File: config.mk
export PLATFORM = sky130hd
export DESIGN_NAME = mw_byte_eeprom
export DESIGN_NICKNAME = d
export VERILOG_FILES = /design/src/rtl/mw_pkg.sv /design/src/rtl/mw_lane.sv /design/src/rtl/mw_frame.sv /design/src/rtl/mw_byte_eeprom.sv
export SDC_FILE = /design/constraint.sdc
export NUM_CORES = 1
export LEC_CHECK = 0
export BUFFER_PORTS_ARGS = -buffer_cell sky130_fd_sc_hd__buf_2
export CORE_MARGIN = 2
export CORE_UTILIZATION = 30
export CTS_CLUSTER_SIZE = 24
export DETAILED_ROUTE_END_ITERATION = 7
export PLACE_DENSITY_LB_ADDON = 0.08
export SYNTH_ARGS = -nofsm -noshare
export SYNTH_HDL_FRONTEND = slang
export SYNTH_HIERARCHICAL = 1
export SYNTH_SLANG_ARGS = --single-unit
File: constraint.sdc
create_clock -name clk -period 2.1 [get_ports clk]
set_clock_uncertainty 0.05 [all_clocks]
set_input_delay 0.525 -clock clk [delete_from_list [all_inputs] [get_ports clk]]
set_output_delay 0.525 -clock clk [all_outputs]
set_load 0.05 [all_outputs]
File: src/rtl/mw_pkg.sv
package mw_pkg;
    typedef enum logic [2:0] {T_IDLE, T_ENA, T_RDW, T_WRW, T_POLL, T_DIS} top_st_t;
    typedef enum logic [2:0] {E_IDLE, E_LO, E_HI, E_POLL, E_GAP} eng_st_t;
    localparam logic [1:0] OP_RD = 2'b10;
    localparam logic [1:0] OP_WR = 2'b01;
    localparam logic [1:0] OP_EX = 2'b00;
endpackage

File: src/rtl/mw_lane.sv
module mw_lane #(
    parameter int BW = 8
) (
    input  logic [2*BW-1:0] word_in,
    input  logic [BW-1:0]   byte_in,
    input  logic            hi,
    output logic [BW-1:0]   rd_byte,
    output logic [2*BW-1:0] merged
);
    always_comb begin
        if (hi) begin
            rd_byte = word_in[2*BW-1:BW];
            merged  = {byte_in, word_in[BW-1:0]};
        end else begin
            rd_byte = word_in[BW-1:0];
            merged  = {word_in[2*BW-1:BW], byte_in};
        end
    end
endmodule

File: src/rtl/mw_frame.sv
module mw_frame import mw_pkg::*; #(
    parameter int TXW  = 26,
    parameter int NBW  = 5,
    parameter int DW   = 16,
    parameter int HALF = 4,
    parameter int GAP  = 4,
    parameter int TMO  = 50000
) (
    input  logic           clk,
    input  logic           rst_n,
    input  logic           go,
    input  logic           poll,
    input  logic [NBW-1:0] nbits,
    input  logic [TXW-1:0] tx,
    input  logic           miso,
    output logic           cs,
    output logic           sclk,
    output logic           mosi,
    output logic [DW-1:0]  rx,
    output logic           fin,
    output logic           tmo
);
    localparam int M1 = (HALF > GAP) ? HALF : GAP;
    localparam int MX = (M1 > TMO) ? M1 : TMO;
    localparam int CW = $clog2(MX + 1);
    localparam logic [CW-1:0] H_END = CW'(HALF - 1);
    localparam logic [CW-1:0] G_END = CW'(GAP - 1);
    localparam logic [CW-1:0] T_END = CW'(TMO - 1);

    eng_st_t        st, st_n;
    logic [CW-1:0]  cnt;
    logic [NBW-1:0] bitn;
    logic [TXW-1:0] sh;

    always_comb begin
        st_n = st;
        unique case (st)
            E_IDLE: if (go) st_n = poll ? E_POLL : E_LO;
            E_LO:   if (cnt == H_END) st_n = E_HI;
            E_HI:   if (cnt == H_END) st_n = (bitn == NBW'(1)) ? E_GAP : E_LO;
            E_POLL: if (miso || cnt == T_END) st_n = E_GAP;
            E_GAP:  if (cnt == G_END) st_n = E_IDLE;
            default: st_n = E_IDLE;
        endcase
    end

    always_ff @(posedge clk or negedge rst_n) begin
        if (!rst_n) st <= E_IDLE;
        else        st <= st_n;
    end

    always_ff @(posedge clk or negedge rst_n) begin
        if (!rst_n) begin
            cnt  <= '0;
            bitn <= '0;
            sh   <= '0;
            rx   <= '0;
            fin  <= 1'b0;
            tmo  <= 1'b0;
        end else begin
            if (st_n != st || st == E_IDLE) cnt <= '0;
            else                            cnt <= cnt + 1'b1;
            fin <= (st == E_GAP) && (cnt == G_END);
            if (st == E_IDLE && go) begin
                sh   <= tx;
                bitn <= nbits;
                tmo  <= 1'b0;
            end
            if (st == E_LO && cnt == H_END) rx <= {rx[DW-2:0], miso};
            if (st == E_HI && cnt == H_END) begin
                sh   <= {sh[TXW-2:0], 1'b0};
                bitn <= bitn - 1'b1;
            end
            if (st == E_POLL && !miso && cnt == T_END) tmo <= 1'b1;
        end
    end

    always_comb begin
        cs   = (st == E_LO) || (st == E_HI) || (st == E_POLL);
        sclk = (st == E_HI);
        mosi = ((st == E_LO) || (st == E_HI)) && sh[TXW-1];
    end
endmodule

File: src/rtl/mw_byte_eeprom.sv
module mw_byte_eeprom import mw_pkg::*; #(
    parameter int ADDR_W = 6,
    parameter int HALF   = 4,
    parameter int GAP    = 4,
    parameter int TMO    = 50000
) (
    input  logic              clk,
    input  logic              rst_n,
    input  logic              start,
    input  logic              wr,
    input  logic [ADDR_W+1:0] off,
    input  logic [7:0]        wdata,
    output logic              busy,
    output logic              done,
    output logic              err,
    output logic [7:0]        rdata,
    output logic              mw_cs,
    output logic              mw_sclk,
    output logic              mw_mosi,
    input  logic              mw_miso
);
    localparam int BW     = 8;
    localparam int DW     = 2 * BW;
    localparam int OFF_W  = ADDR_W + 2;
    localparam int NBYTES = 2 ** (ADDR_W + 1);
    localparam int HDR    = 3 + ADDR_W;
    localparam int TXW    = HDR + DW + 1;
    localparam int NBW    = $clog2(TXW + 1);

    top_st_t          st, st_n;
    logic [ADDR_W:0]  off_q;
    logic             wr_q, go_q, fin, tmo, bad, poll_en;
    logic [BW-1:0]    wb_q, lane_rd;
    logic [DW-1:0]    word_q, rx, lane_mrg, data;
    logic [1:0]       op;
    logic [ADDR_W-1:0] waddr;
    logic [NBW-1:0]   nb;
    logic [TXW-1:0]   tx;

    assign bad     = (off >= OFF_W'(NBYTES));
    assign poll_en = (st == T_POLL);
    assign busy    = (st != T_IDLE);

    always_comb begin
        st_n = st;
        unique case (st)
            T_IDLE: if (start && !bad) st_n = wr ? T_ENA : T_RDW;
            T_ENA:  if (fin) st_n = T_RDW;
            T_RDW:  if (fin) st_n = wr_q ? T_WRW : T_IDLE;
            T_WRW:  if (fin) st_n = T_POLL;
            T_POLL: if (fin) st_n = tmo ? T_IDLE : T_DIS;
            T_DIS:  if (fin) st_n = T_IDLE;
            default: st_n = T_IDLE;
        endcase
    end

    always_ff @(posedge clk or negedge rst_n) begin
        if (!rst_n) st <= T_IDLE;
        else        st <= st_n;
    end

    always_comb begin
        op    = OP_EX;
        waddr = off_q[ADDR_W:1];
        nb    = '0;
        data  = '0;
        unique case (st)
            T_ENA: begin waddr = {2'b11, {(ADDR_W-2){1'b0}}}; nb = NBW'(HDR); end
            T_DIS: begin waddr = '0; nb = NBW'(HDR); end
            T_RDW: begin op = OP_RD; nb = NBW'(HDR + DW + 1); end
            T_WRW: begin op = OP_WR; nb = NBW'(HDR + DW); data = word_q; end
            default: nb = '0;
        endcase
        tx = {1'b1, op, waddr, data, 1'b0};
    end

    always_ff @(posedge clk or negedge rst_n) begin
        if (!rst_n) begin
            off_q  <= '0;
            wr_q   <= 1'b0;
            wb_q   <= '0;
            word_q <= '0;
            rdata  <= '0;
            done   <= 1'b0;
            err    <= 1'b0;
            go_q   <= 1'b0;
        end else begin
            done <= 1'b0;
            go_q <= (st_n != st) && (st_n != T_IDLE);
            unique case (st)
                T_IDLE: if (start) begin
                    if (bad) begin
                        done <= 1'b1;
                        err  <= 1'b1;
                    end else begin
                        off_q <= off[ADDR_W:0];
                        wr_q  <= wr;
                        wb_q  <= wdata;
                    end
                end
                T_RDW: if (fin) begin
                    if (wr_q) word_q <= lane_mrg;
                    else begin
                        rdata <= lane_rd;
                        done  <= 1'b1;
                        err   <= 1'b0;
                    end
                end
                T_POLL: if (fin && tmo) begin
                    done <= 1'b1;
                    err  <= 1'b1;
                end
                T_DIS: if (fin) begin
                    done <= 1'b1;
                    err  <= 1'b0;
                end
                default: ;
            endcase
        end
    end

    mw_lane #(.BW(BW)) u_lane (
        .word_in(rx), .byte_in(wb_q), .hi(off_q[0]),
        .rd_byte(lane_rd), .merged(lane_mrg)
    );

    mw_frame #(
        .TXW(TXW), .NBW(NBW), .DW(DW), .HALF(HALF), .GAP(GAP), .TMO(TMO)
    ) u_frm (
        .clk(clk), .rst_n(rst_n), .go(go_q), .poll(poll_en), .nbits(nb),
        .tx(tx), .miso(mw_miso), .cs(mw_cs), .sclk(mw_sclk), .mosi(mw_mosi),
        .rx(rx), .fin(fin), .tmo(tmo)
    );
endmodule

**Word level (Yosys, flattened, before mapping)**

Index checks and enable logic that the tools add are counted.

- Word-level logic and storage cells: 114
- Output and inout bits: 14
- Input port bits: 21
- Register bits after elaboration: 114

- $add $sub $neg: 2
- Reductions and logical operators: 28
- Bitwise gates (word level): 2
- Order comparisons: 1
- Equality and inequality tests: 20
- Mux-type cells: 45

Operators with widths:

| operator | count |
|---|---|
| 2-to-1 mux 26 bit | 2 |
| 2-to-1 mux 16 bit | 3 |
| 2-to-1 mux 3 bit | 13 |
| one-hot mux 3 bit (6 select lines) | 1 |
| adder 16 x 1 -> 16 bit (second input constant) | 1 |
| equality test 16 bit (second input constant) | 1 |
| equality test 16 x 2 -> 1 bit (second input constant) | 1 |
| one-hot mux 3 bit (5 select lines) | 1 |
| one-hot mux 5 bit (3 select lines) | 1 |
| 2-to-1 mux 1 bit | 14 |
| equality test 3 x 2 -> 1 bit (second input constant) | 4 |
| one-hot mux 6 bit (2 select lines) | 1 |
| logical AND 1 bit | 10 |
| 2-to-1 mux 5 bit | 2 |
| equality test 3 bit (second input constant) | 3 |
| AND reduction 3 bit | 3 |
| greater-or-equal comparator 8 bit (second input constant) | 1 |
| 2-to-1 mux 8 bit | 1 |
| != test 2 bit (second input constant) | 4 |
| one-hot mux 1 bit (4 select lines) | 2 |
| AND reduction 7 bit | 1 |
| equality test 3 x 1 -> 1 bit (second input constant) | 2 |
| logical NOT 3 bit | 2 |
| 2-to-1 mux 2 bit | 3 |
| 12 further kinds | 21 |

**Depth between registers and ports, before layout**

- Depth after elaboration: 7
- Gate-level depth with buffers: 9
- Gate-level depth less buffers: 7

**Cells and area by module**

The synthesis kept the hierarchy.

Modules (own cells, without submodules):

| module | cells an instance | sequential area each (sq um) | instances | area an instance (sq um) |
|---|---|---|---|---|
| mw_frame | 295 | 1701.6 | 1 | 3181.8 |
| mw_byte_eeprom | 174 | 1151.1 | 1 | 2160.8 |
| mw_lane | 27 | 0.0 | 1 | 396.6 |

**Least setup slack after synthesis**

OpenSTA, ideal clock, no wires.

- Path kind: reg2reg
- Start point: register u_frm.st[2]
- End point: register u_frm.cnt[1]
- Stages on the path, launching flop included: 6
- Path slack: 0.024 ns
- Clock period less this slack: 2.076 ns
- Library setup time: 0.089 ns
- Required time: 1.961 ns
- Arrival: 1.937 ns
- Buffers on the path: 0
- Path through: dfrtp_1 -> nand2b_1 -> nor2_1 -> a221o_1 -> a311oi_2 -> nor3b_1

- Longest elaborated chain between the ends: 5
- Elaborated cells on any way between the ends: 14
- Those cells by class: eq/ne (5); mux (7); reduce/logical (2)

Ends and longest elaborated chain:

| what | RTL line | source |
|---|---|---|
| start: declaration | mw_frame.sv:30 | `eng_st_t st, st_n;` |
| start signal: assignment | mw_frame.sv:49 | `else st <= st_n;` |
| equality test 3 x 2 -> 1 bit | -- |  |
| via mw_sclk | mw_byte_eeprom.sv:18 | `output logic mw_sclk,` |
| one-hot mux 3 bit (5 select lines) | mw_frame.sv:37 | `unique case (st)` |
| != test 3 bit | mw_frame.sv:61 | `if (st_n != st \|\| st == E_IDLE) cnt <= '0;` |
| logical OR 1 bit | mw_frame.sv:61 |  |
| 2-to-1 mux 16 bit | mw_frame.sv:61 |  |
| end signal: assignment | mw_frame.sv:62 | `else cnt <= cnt + 1'b1;` |
| end: declaration | mw_frame.sv:31 | `logic [CW-1:0] cnt;` |

The timed path passes the listed nets, and every way through them passes these cells.
A chain may end at the register's enable or synchronous reset.

**Worst setup path in the final report**

- Start point: register u_frm.st[0]
- End point: output mw_mosi

- Longest elaborated chain between the ends: 3
- Elaborated cells on any way between the ends: 4
- Those cells by class: eq/ne (2); reduce/logical (2)

Ends and longest elaborated chain:

| what | RTL line | source |
|---|---|---|
| equality test 3 x 1 -> 1 bit / equality test 3 x 2 -> 1 bit (equally long branches) | mw_frame.sv:81 | `mosi = ((st == E_LO) \|\| (st == E_HI)) && sh[TXW-1];` |
| logical OR 1 bit (*) | mw_frame.sv:81 |  |
| logical AND 1 bit (*) | mw_frame.sv:81 |  |
| end: declaration | mw_byte_eeprom.sv:19 | `output logic mw_mosi,` |

Every way passes the cells marked *; elsewhere a longest branch is shown, timed or not.

==> impl_metrics.json <==
{
  "status": "finished, violations left",
  "violations": "negative setup slack",
  "critical_path.max_fanout": 7,
  "synth-edff-count": 0,
  "critPathCaptureType": "primary output",
  "track_usage_pct": 14.1,
  "port_buffers": 34,
  "antenna_found_initial": 0,
  "post-route-min-period_ns": 2.11,
  "drtIter0Drc": 181,
  "worstPathCellList": "buf_6 -> xor2_1 -> and3_1 -> buf_4",
  "gp_congestion": 0.757,
  "rsz0062_at_grt": "yes",
  "cts_tree": "done",
  "required_ns": 1.52,
  "synthCells": 496,
  "synth_area_sq_um": 5740,
  "cp.arrival_ns": 1.53,
  "startpoint_type": "flip-flop",
  "postPlaceCellArea_sq_um": 6340,
  "filler_cell_count": 1834,
  "via_count": 3889,
  "cts_buffer_depth": 2,
  "clk_pin_slew_ns": 0.05,
  "synth_top_family_by_area": "multiplexers",
  "start_util_pct": 30.6,
  "wl_um": 13500,
  "met1_length_um": 6690,
  "rows": 50,
  "htree_levels": 4,
  "yosys_warnings": 6,
  "synthFlopType": "dfrtp_1",
  "hp-class": "input port to asynchronous set/reset pin",
  "die_y_um": 142,
  "crit_slowest_cell": "dfrtp_2",
  "dp_hpwl_um": 8700,
  "first_pass_iters": 4,
  "wl_per_cell_um": 16.7,
  "slowest_delay_ns": 0.48,
  "grt_pass1_wl_um": 22000,
  "final_max_slew_viol_count": 0,
  "clk_latency_ns": 0.41,
  "setup_ws_ns": -0.00943,
  "synth_seq_area_share_pct": 49.7,
  "placedCellCount": 769,
  "fin_crit_sh_pct": 100,
  "power_density_nw_per_um2": 972,
  "dr.max_layer_used": "met4",
  "cts_made_buffers": 17,
  "drtAntennaViolNets": 0,
  "cts_hold_buf": 0,
  "root_buffer": "clkbuf_16",
  "synthTopCellsByArea": "dfrtp_1 50%, mux2_4 10%, mux2_2 8.0%",
  "setup_tns_ns": -0.00943,
  "dieArea_sq_um": 20300,
  "synth_fa_ha_area_share_pct": 0.654,
  "yosys.area_share.simple_pct": 15.8,
  "ys_types": 56,
  "yosysTopAreaCell": "dfrtp_1",
  "grt_pass1_vias": 4163,
  "post-route-drc-count": 0,
  "critical_path.top_delay_family": "flip-flops",
  "cts_sinks": 114,
  "route.met3.wl_um": 353,
  "async_flop_share_pct": 100,
  "final_cells": 808,
  "ios": 35,
  "viasPerCell": 4.81,
  "synth_mux_area_share_pct": 18.2,
  "p_leak_nw": 3.53,
  "avgSynthCellArea_sq_um": 11.6,
  "synth_compound_area_share_pct": 8.89,
  "overflow": 0,
  "synth_top_area_share_pct": 49.7,
  "max-vdd-ir-drop_v": 0.000545,
  "die_w_um": 142,
  "nets": 587,
  "drv_cap": 0,
  "grt_max_degree": 70,
  "coreArea_sq_um": 18800,
  "worst-path-buf-inv": 2,
  "synth_xor_area_share_pct": 2.29,
  "hold_viol_final": 0,
  "drive_gt1_share_pct": 36.9,
  "n_antenna_cell": 0,
  "setup_violations": 1,
  "fmax_ghz": 0.474,
  "synth.ff_latch_count": 114,
  "areaGrowthSynthToFinish_pct": 25.1,
  "wl_met2_um": 6340,
  "post-route-cell-area_sq_um": 7180,
  "critical_path_class": "flip-flop to primary output"
}
worst paths after layout:
kind,startpoint,endpoint,slack (ns),cells after the start
min reg2reg,u_frm/sh[11],u_frm/sh[11],0.42,2
max,u_frm/st[0],mw_mosi,-0.009,4
min,rst_n,u_frm/bitn[0],0.05,2
max in group asynchronous,rst_n,st[2],1.56,2
min in group clk,wr,st[1],0.28,2
max reg2reg,u_frm/cnt[0],u_frm/bitn[2],0.04,7
metal layers:
| layer | up-vias | GRT usage (%) |
|---|---|---|
| met5 | - | 0 |
| met3 | 7 | 4.21 |
| met1 | 1945 | 19.0 |
| met2 | 43 | 21.9 |
| met4 | 0 | 4.48 |
| li1 | 1894 | - |
Yosys cell counts, types with 4 or more instances:
| cell | instances |
|---|---|
| mux2_4 | 39 |
| clkbuf_1 | 15 |
| mux2_2 | 41 |
| and2_1 | 6 |
| nor2_1 | 31 |
| buf_2 | 6 |
| and4_1 | 5 |
| a221o_1 | 4 |
| xnor2_1 | 7 |
| a22oi_1 | 26 |
| buf_6 | 5 |
| inv_1 | 7 |
| nor3_1 | 5 |
| nand3_1 | 6 |
| a21oi_1 | 7 |
| nor2b_1 | 6 |
| dfrtp_1 | 114 |
| xor2_1 | 8 |
| nand4_1 | 4 |
| and3_1 | 24 |
| nand2_1 | 63 |
| nand2b_1 | 9 |
| o21ai_0 | 7 |
worst reg2reg max path, cell delays in order, from the launching register on:
cell and delay (ns):
dfrtp_1 0.37, ha_2 0.19, nor4b_4 0.18, nand4_1 0.18, buf_6 0.19, o31a_1 0.31
o21bai_1 0.18, a221o_1 0.29
layout by cell type, fill, tap and decap left out, types with 3 or more instances in the layout:
| master | count |
|---|---|
| dfrtp_1 | 110 |
| nand2_1 | 63 |
| mux2_2 | 41 |
| mux2_4 | 39 |
| buf_2 | 30 |
| buf_4 | 30 |
| nor2_1 | 29 |
| a22oi_1 | 26 |
| and3_1 | 24 |
| clkbuf_16 | 18 |
| nand2b_1 | 8 |
| buf_6 | 8 |
| xor2_1 | 8 |
| o21ai_0 | 7 |
| inv_1 | 7 |
| buf_12 | 7 |
| xnor2_1 | 7 |
| and2_1 | 6 |
| nor2b_1 | 6 |
| a21oi_1 | 6 |
| nand3_1 | 6 |
| nor3_1 | 5 |
| and4_1 | 5 |
| bufinv_16 | 4 |
| dfrtp_2 | 4 |
| nand4_1 | 4 |
| a221o_1 | 4 |
| clkbuf_8 | 3 |
| clkinvlp_4 | 3 |
| clkinv_2 | 3 |
| conb_1 | 3 |
state kept, by name, summed over array words and instances, names as in the netlist, 3 cells and up:
signal,count
u_frm/sh,26
u_frm/cnt,16
u_frm/rx,16
word_q,16
rdata,8
wb_q,8
off_q,7
u_frm/bitn,5
st,3
u_frm/st,3
layout make-up:
class                   count  area, sq um  area share, %
clock buffers              20          467           6.50
clock inverters            10          158           2.20
inverters                   7         26.3          0.366
multi-input cells         345         2720           37.9
flip-flops and latches    114         2860           39.8
well taps                 234          293           4.08
repair buffers             78          661           9.20
kinds of logic (layout without fill, tap and decap cells):
logic type	after synthesis	count (layout)
DFF	114	114
other	2	3
xor gates and xnor gates	15	15
buffers and inverters	38	115
muxes	80	80
and+or+nand+nor	176	176
AOI/OAI and AO/OA	68	68
adders and majority gates	3	3
power breakdown:
| group | internal (mW) | switching [mW] | leakage, nW | total, mW |
|---|---|---|---|---|
| registers | 2.40 | 0.199 | 1.54 | 2.60 |
| clock network | 2.06 | 0.997 | 0.300 | 3.05 |
| logic | 0.555 | 0.772 | 1.69 | 1.33 |
| total | 5.01 | 1.97 | 3.53 | 6.98 |
timing repair:
action | in CTS | in global routing
setup endpoints to repair | 6 | 66
resized for setup | 8 | 25
pin swaps | 1 | 2
buffers inserted | 2 | 6
gates cloned | 0 | 1
endpoints found under the hold margin | 0 | 0
metrics by stage:
stage	hold WS [ns]	util [%]	power, mW	worst slack (ns)
floorplan	0.179	-	3.44	0.0238
global placement	0.405	33.8	3.87	0.0562
global route	0.0637	38.3	7.37	-0.0722
detailed placement	0.413	33.8	3.86	-0.00742
CTS	0.0417	37.3	7.02	-0.0688
finish	0.0516	38.3	6.98	-0.00943
Note: power is estimated with default switching activity, not from simulation.
